File: src/rtl/pwmcap_pkg.sv
package pwmcap_pkg;

    typedef enum logic [2:0] {
        REG_CMD    = 3'd0,
        REG_CFG    = 3'd1,
        REG_DIV    = 3'd2,
        REG_RELOAD = 3'd3,
        REG_IEN    = 3'd4,
        REG_FLAGS  = 3'd5
    } reg_addr_e;

    localparam int NFLAG    = 3;
    localparam int FLAG_S0  = 0;
    localparam int FLAG_S1  = 1;
    localparam int FLAG_OVF = 2;

    typedef enum logic [1:0] {
        SVC_NONE   = 2'd0,
        SVC_WIDTH  = 2'd1,
        SVC_PERIOD = 2'd2,
        SVC_OVF    = 2'd3
    } svc_e;

    typedef enum logic [2:0] {
        MEAS_IDLE = 3'd0,
        MEAS_ARM  = 3'd1,
        MEAS_WAIT = 3'd2,
        MEAS_DONE = 3'd3,
        MEAS_FAIL = 3'd4
    } meas_e;

endpackage

File: src/rtl/pwmcap_insync.sv
module pwmcap_insync #(
    parameter int NPIN = 2,
    localparam int SELW = $clog2(NPIN)
) (
    input  logic            clk,
    input  logic            rst_n,
    input  logic [NPIN-1:0] pins,
    input  logic [SELW-1:0] sel,
    input  logic            act_low,
    output logic            act_edge,
    output logic            opp_edge
);

    typedef struct packed {
        logic [NPIN-1:0] meta;
        logic [NPIN-1:0] stab;
        logic [NPIN-1:0] hist;
    } sync_t;

    sync_t sync_d, sync_q;
    logic  lvl_now, lvl_old, rise, fall;

    always_comb begin
        sync_d      = sync_q;
        sync_d.meta = pins;
        sync_d.stab = sync_q.meta;
        sync_d.hist = sync_q.stab;
    end

    always_ff @(posedge clk or negedge rst_n) begin
        if (!rst_n) sync_q <= '0;
        else        sync_q <= sync_d;
    end

    // Select after synchronising: both taps come from one pin, so a change
    // of selection cannot fabricate an edge.
    assign lvl_now  = sync_q.stab[sel];
    assign lvl_old  = sync_q.hist[sel];
    assign rise     = lvl_now & ~lvl_old;
    assign fall     = ~lvl_now & lvl_old;
    assign act_edge = act_low ? fall : rise;
    assign opp_edge = act_low ? rise : fall;

endmodule

File: src/rtl/pwmcap_counter.sv
module pwmcap_counter #(
    parameter int CW = 16,
    parameter int DW = 16
) (
    input  logic          clk,
    input  logic          rst_n,
    input  logic          run,
    input  logic          start,
    input  logic          clr,
    input  logic [DW-1:0] div,
    input  logic [CW-1:0] reload,
    output logic [CW-1:0] count,
    output logic          ovf_evt
);

    typedef struct packed {
        logic [DW-1:0] pre;
        logic [CW-1:0] cnt;
    } cnt_t;

    cnt_t          cnt_d, cnt_q;
    logic [CW-1:0] limit;

    assign limit = (reload == '0) ? '1 : reload;

    always_comb begin
        cnt_d   = cnt_q;
        ovf_evt = 1'b0;
        if (start) begin
            cnt_d.pre = '0;
            cnt_d.cnt = '0;
        end else if (run) begin
            if (clr) begin
                cnt_d.pre = '0;
                cnt_d.cnt = '0;
            end else if (cnt_q.pre == div) begin
                cnt_d.pre = '0;
                if (cnt_q.cnt == limit) begin
                    cnt_d.cnt = '0;
                    ovf_evt   = 1'b1;
                end else begin
                    cnt_d.cnt = cnt_q.cnt + 1'b1;
                end
            end else begin
                cnt_d.pre = cnt_q.pre + 1'b1;
            end
        end
    end

    always_ff @(posedge clk or negedge rst_n) begin
        if (!rst_n) cnt_q <= '0;
        else        cnt_q <= cnt_d;
    end

    assign count = cnt_q.cnt;

endmodule

File: src/rtl/pwmcap_capture.sv
module pwmcap_capture
    import pwmcap_pkg::*;
#(
    parameter int CW = 16
) (
    input  logic             clk,
    input  logic             rst_n,
    input  logic             run,
    input  logic             start,
    input  logic             stop,
    input  logic             flag_clr,
    input  logic             swap,
    input  logic             act_edge,
    input  logic             opp_edge,
    input  logic [CW-1:0]    count,
    input  logic             ovf_evt,
    input  logic             flag_wr,
    input  logic [NFLAG-1:0] flag_wdata,
    output logic [1:0][CW-1:0] caps,
    output logic [NFLAG-1:0] flags,
    output logic             meas_done,
    output logic             meas_fail
);

    typedef struct packed {
        logic [1:0][CW-1:0] cap;
        logic [NFLAG-1:0]   flags;
        meas_e              meas;
    } cap_t;

    cap_t             cap_d, cap_q;
    logic [1:0]       trig;
    logic [NFLAG-1:0] set;

    // Slot 0 takes the active edge unless the input select swaps roles.
    for (genvar gi = 0; gi < 2; gi++) begin : g_slot
        if (gi == 0) begin : g_first
            assign trig[gi] = swap ? opp_edge : act_edge;
        end else begin : g_second
            assign trig[gi] = swap ? act_edge : opp_edge;
        end
    end

    always_comb begin
        cap_d = cap_q;
        set   = '0;
        for (int i = 0; i < 2; i++) begin
            if (run && trig[i]) begin
                cap_d.cap[i] = count;
                set[i]       = 1'b1;
            end
        end
        set[FLAG_OVF] = run & ovf_evt;
        cap_d.flags   = (flag_wr ? (cap_q.flags & flag_wdata) : cap_q.flags) | set;
        if (start || stop || flag_clr) cap_d.flags = '0;

        case (cap_q.meas)
            MEAS_ARM: begin
                if (run && act_edge)     cap_d.meas = MEAS_WAIT;
                else if (run && ovf_evt) cap_d.meas = MEAS_FAIL;
            end
            MEAS_WAIT: begin
                if (run && act_edge)     cap_d.meas = MEAS_DONE;
                else if (run && ovf_evt) cap_d.meas = MEAS_FAIL;
            end
            default: ;
        endcase
        if (start) cap_d.meas = MEAS_ARM;
        if (stop)  cap_d.meas = MEAS_IDLE;
    end

    always_ff @(posedge clk or negedge rst_n) begin
        if (!rst_n) cap_q <= '0;
        else        cap_q <= cap_d;
    end

    assign caps      = cap_q.cap;
    assign flags     = cap_q.flags;
    assign meas_done = (cap_q.meas == MEAS_DONE);
    assign meas_fail = (cap_q.meas == MEAS_FAIL);

endmodule

File: src/rtl/pwmcap_top.sv
module pwmcap_top
    import pwmcap_pkg::*;
#(
    parameter int CW   = 16,
    parameter int DW   = 16,
    parameter int NPIN = 2,
    localparam int SELW = $clog2(NPIN)
) (
    input  logic             clk,
    input  logic             rst_n,
    input  logic [NPIN-1:0]  sense_in,
    input  logic             reg_we,
    input  logic [2:0]       reg_addr,
    input  logic [CW-1:0]    reg_wdata,
    input  logic             rd_sel,
    output logic [CW-1:0]    rd_data,
    output logic [NFLAG-1:0] flags,
    output logic             irq,
    output logic [1:0]       svc_id,
    output logic             meas_done,
    output logic             meas_fail
);

    typedef struct packed {
        logic             run;
        logic             act_low;
        logic [SELW-1:0]  pin_sel;
        logic [DW-1:0]    div;
        logic [CW-1:0]    reload;
        logic [NFLAG-1:0] ien;
    } ctl_t;

    ctl_t               ctl_d, ctl_q;
    logic               start, stop, ien_clr, flag_wr;
    logic               act_edge, opp_edge, ovf_evt, swap;
    logic [CW-1:0]      count;
    logic [1:0][CW-1:0] caps;
    logic [NFLAG-1:0]   pending;
    int                 width_bit, period_bit;

    always_comb begin
        ctl_d   = ctl_q;
        start   = 1'b0;
        stop    = 1'b0;
        ien_clr = 1'b0;
        flag_wr = 1'b0;
        if (reg_we) begin
            case (reg_addr_e'(reg_addr))
                REG_CMD: begin
                    stop  = reg_wdata[1];
                    start = reg_wdata[0] & ~reg_wdata[1];
                end
                REG_CFG: begin
                    ctl_d.act_low = reg_wdata[0];
                    ctl_d.pin_sel = reg_wdata[1 +: SELW];
                end
                REG_DIV:    ctl_d.div    = reg_wdata[DW-1:0];
                REG_RELOAD: ctl_d.reload = reg_wdata;
                REG_IEN: begin
                    if (reg_wdata[NFLAG-1:0] == '0) begin
                        ctl_d.ien = '0;
                    end else if (ctl_q.ien == '0) begin
                        ctl_d.ien = reg_wdata[NFLAG-1:0];
                        ien_clr   = 1'b1;
                    end
                end
                REG_FLAGS: flag_wr = 1'b1;
                default: ;
            endcase
        end
        if (start) ctl_d.run = 1'b1;
        if (stop) begin
            ctl_d.run = 1'b0;
            ctl_d.ien = '0;
        end
    end

    always_ff @(posedge clk or negedge rst_n) begin
        if (!rst_n) ctl_q <= '0;
        else        ctl_q <= ctl_d;
    end

    assign swap = ctl_q.pin_sel[0];

    pwmcap_insync #(.NPIN(NPIN)) u_insync (
        .clk      (clk),
        .rst_n    (rst_n),
        .pins     (sense_in),
        .sel      (ctl_q.pin_sel),
        .act_low  (ctl_q.act_low),
        .act_edge (act_edge),
        .opp_edge (opp_edge)
    );

    pwmcap_counter #(.CW(CW), .DW(DW)) u_counter (
        .clk     (clk),
        .rst_n   (rst_n),
        .run     (ctl_q.run),
        .start   (start),
        .clr     (act_edge),
        .div     (ctl_q.div),
        .reload  (ctl_q.reload),
        .count   (count),
        .ovf_evt (ovf_evt)
    );

    pwmcap_capture #(.CW(CW)) u_capture (
        .clk        (clk),
        .rst_n      (rst_n),
        .run        (ctl_q.run),
        .start      (start),
        .stop       (stop),
        .flag_clr   (ien_clr),
        .swap       (swap),
        .act_edge   (act_edge),
        .opp_edge   (opp_edge),
        .count      (count),
        .ovf_evt    (ovf_evt),
        .flag_wr    (flag_wr),
        .flag_wdata (reg_wdata[NFLAG-1:0]),
        .caps       (caps),
        .flags      (flags),
        .meas_done  (meas_done),
        .meas_fail  (meas_fail)
    );

    assign pending    = flags & ctl_q.ien;
    assign irq        = |pending;
    assign width_bit  = swap ? FLAG_S0 : FLAG_S1;
    assign period_bit = swap ? FLAG_S1 : FLAG_S0;

    always_comb begin
        if (pending[width_bit])      svc_id = SVC_WIDTH;
        else if (pending[period_bit]) svc_id = SVC_PERIOD;
        else if (pending[FLAG_OVF])  svc_id = SVC_OVF;
        else                         svc_id = SVC_NONE;
    end

    assign rd_data = caps[rd_sel];

endmodule

File: config.mk
export PLATFORM = sky130hd
export DESIGN_NAME = pwmcap_top
export DESIGN_NICKNAME = d
export VERILOG_FILES = /design/src/rtl/pwmcap_pkg.sv /design/src/rtl/pwmcap_insync.sv /design/src/rtl/pwmcap_counter.sv /design/src/rtl/pwmcap_capture.sv /design/src/rtl/pwmcap_top.sv
export SDC_FILE = /design/constraint.sdc
export NUM_CORES = 1
export LEC_CHECK = 0
export CAP_MARGIN = 30
export CORE_MARGIN = 8
export CORE_UTILIZATION = 30
export DETAILED_ROUTE_END_ITERATION = 7
export DONT_BUFFER_PORTS = 1
export GPL_TIMING_DRIVEN = 0
export HOLD_SLACK_MARGIN = 0.05
export PLACE_DENSITY = 0.42
export SYNTH_ARGS = -nofsm -noshare
export SYNTH_HDL_FRONTEND = slang
export SYNTH_HIERARCHICAL = 1
export SYNTH_SLANG_ARGS = --single-unit
File: constraint.sdc
create_clock -name clk -period 5.5 [get_ports clk]
set_input_delay 0.275 -clock clk [delete_from_list [all_inputs] [get_ports clk]]
set_output_delay 0.275 -clock clk [all_outputs]
set_load 0.05 [all_outputs]
==> results.ini <==
[sta]
worst_pin_slew_ns = 0.875
worst_slack_ns = 2.42
worst_slew_margin_rel_pct = 41.3
grt_setup_unrepaired = false
period_share_pct = 56.0
maxSlewViolCount = 0
clock_skew_ns = 0.00760
setup_viol = 0
max_freq_mhz = 325
period_needed_ns = 3.08
hold_viol_final = 0
fin_setup_tns_ns = 0

[synth]
synth_top_area_share_pct = 44.0
syn-cell-area_um2 = 6480
synth_edf_count = 0
yosysTopAreaCell = dfrtp_1
yosysWarnings = 6
synth_ff_type = dfrtp_1
avgSynthCellArea_um2 = 11.7
syn_nets = 579
ys_seq_area_share_pct = 44.0
yosysUniqueCellTypes = 64
syn_inst = 552
synthArstFlopShare_pct = 100
synth_area_leaders = dfrtp_1 (44%), mux2_2 (9.2%), mux2_4 (7.0%)
synth_seq_cells = 114

[pwr]
p_int_uw = 2140
leakage_uw = 0.00341
peakVddDrop_mv = 0.221
p_comb_share_pct = 25.5
p_seq_share_pct = 36.2
powerDensity_nw_per_um2 = 405
finalPower_uw = 3120
p_clk_share_pct = 38.2
p_sw_uw = 976
switching_share_pct = 31.3

[global_routing]
grt_pass1_wl_um = 25000
grt_pass1_vias = 4431
grt-ovfl-total = 0
antenna_found_initial = 0
grtUsageTotal_pct = 12.1
grt_start_max_net_pins = 115

[placement]
dp_hpwl_um = 11000
portBuffers = 0
gp_congestion = 0.828
pre_cts_slack_ns = 2.35

[floorplanning]
dieWidth_um = 163
dieArea_um2 = 26600
core_um2 = 21100
rows = 53
start_util_pct = 30.7
die_y_um = 163
ios = 49

[finish]
diodes = 0
drive_gt1_share_pct = 35.4
fill_cells = 2079
register_area_um2 = 2850
area_growth_syn_to_layout_pct = 18.7
fin_nets = 619
multiInputGateArea_um2 = 3070

[min_path]
hold_end = u_capture/flags[2]
hold_path_depth = 2
hp-class = primary input to flop
hp-start = reg_wdata[2]

[clock_network]
cts_tree = built
cts.htree.levels = 4
clock_latency_ns = 0.41
cts_setup_buffers = 0
clkSinkCount = 114
cts_buffers = 17
clk_pin_slew_ns = 0.05
root_buffer = clkbuf_16
cts_buffer_depth = 2

[worst_setup_path]
cpMaxStageDelayCell = dfrtp_1
critical_path_class = flop to flop
worstSetupEndpointType = flop
crit_required_ns = 5.82
r2r_slack_ns = 2.42
critPathTopFamily = simple AND/OR/NAND/NOR gates
cp_cell_sequence = nor2_1 -> a32oi_1 -> mux2i_1 -> nor2_1 -> nand2_1 -> or2_2 -> nor2_1 -> nand2_1 -> o31a_1 -> nor3_1
critical_path_buf_inv_count = 0
critPathMaxStageDelay_ns = 0.59
reg2reg_from = swap
worstPathMaxFanout = 10
rr_endpoint = u_capture/cap_q[2]
arrival_ns = 3.40
worst_path_most_repeated_cell = nor2_1
ff2ff_path_depth = 10
start_kind = flop

[run_status]
status = complete, no violations

[routing]
wire_per_inst_um = 17.3
drt_iter0_drc = 168
finalWirelength_um = 15200
drc = 0
vias = 4243
viasPerCell = 4.82
drtAntennaViolNets = 0
drt-pass1-iter-count = 4

[job]
drv_cap = 0

[what timing repair did]
| action | in CTS | in global routing |
|---|---|---|
| resized for setup | 0 | 0 |
| hold buffers | 20 | 0 |
| hold endpoints to repair | 154 | 0 |
[state kept, by name (all words and copies together) (netlist names)]
name             flops
ctl_q               37
swap                 1
u_capture/cap_q      3
u_capture/caps      32
u_capture/flags      3
u_counter/cnt_q     16
u_counter/count     16
u_insync/sync_d      4
u_insync/sync_q      2
[power groups by stage]
stage | sequential [uW] | combinational (uW) | clock, uW
after global placement | 1140 | 752 | 0
final | 1130 | 796 | 1190
after detailed placement | 1140 | 770 | 0
after floorplan | 1100 | 658 | 0
after CTS | 1130 | 808 | 1230
after global routing | 1150 | 862 | 1270
[through the flow]
stage	util [%]	cell area (um2)	hold WS [ns]	instances
final	36.5	7690	0.0888	880
after global routing	36.5	7690	0.102	880
after CTS	36.5	7690	0.0673	880
after detailed placement	32.4	6840	-0.0163	828
after global placement	32.4	6820	-0.0157	827
after floorplan	-	6480	-0.0206	552
[placed cells by master, fill, tap and decap left out, types with 10 or more instances in the layout]
cell	instances
nor2_1	31
a21oi_1	10
clkbuf_16	17
nand2_1	29
mux2_4	30
a22o_1	10
xor2_1	24
dlygate4sd3_1	19
nand4_1	10
dfrtp_1	114
buf_4	54
mux2_2	53
nor4_1	12
nand3_1	17
xnor2_1	21
a41oi_1	12
[kinds of logic (layout without fill, tap and decap cells)]
family,Yosys count,count (layout),synth area share (%)
XOR/XNOR,46,46,6.33
flip-flops,114,114,44.0
adder cells (fa/ha/maj),2,2,0.386
AO/OA/AOI/OAI,69,69,9.12
AND/OR/NAND/NOR,158,158,14.8
buffers and inverters,77,130,8.67
multiplexers,86,86,16.6
[per-layer routing]
layer	wire [um]	global-route usage, %
met4	341	4.71
met5	0	0
met3	535	3.41
met1	7070	15.1
met2	7240	19.3
[how the worst max path moves through the flow]
stage	start	to	slack (ns)	cells after the start
4_1_cts	swap	u_capture/cap_q[2]	2.33	10
3_3_place_gp	swap	u_capture/cap_q[2]	2.48	10
5_1_grt	swap	u_capture/cap_q[2]	2.03	10
3_5_place_dp	swap	u_capture/cap_q[2]	2.35	10
6_report	swap	u_capture/cap_q[2]	2.42	10
2_1_floorplan	ctl_q[5]	u_capture/cap_q[2]	3.03	10
[area by class of cell]
type	instances	share of cell area, %
inverter	7	0.342
timing repair buffer	21	2.93
buffer	70	6.96
tap	275	4.47
clock inverter	9	1.97
multi-input combinational	361	39.9
sequential	114	37.1
clock buffer	23	6.34
[Yosys cell counts (2+ instances only)]
cell type  instances
dfrtp_1          114
buf_4             53
mux2_2            53
nor2_1            31
mux2_4            30
nand2_1           29
xor2_1            24
xnor2_1           21
nand3_1           17
a41oi_1           12
nor4_1            12
a21oi_1           10
a22o_1            10
nand4_1           10
nor3_1            10
and3_1             9
o21ai_0            9
o31ai_2            8
inv_1              7
nor2b_1            6
a41oi_2            5
clkbuf_1           5
buf_2              4
buf_6              4
nor4_4             4
or2_2              4
nand2b_1           3
a221o_1            2
and4bb_2           2
buf_8              2
ha_1               2
mux2i_1            2
nand2_4            2
nand4bb_1          2
nor2_2             2
nor4_2             2
o21ai_1            2
or3_1              2
No activity file was read; power rests on OpenSTA's default activity.
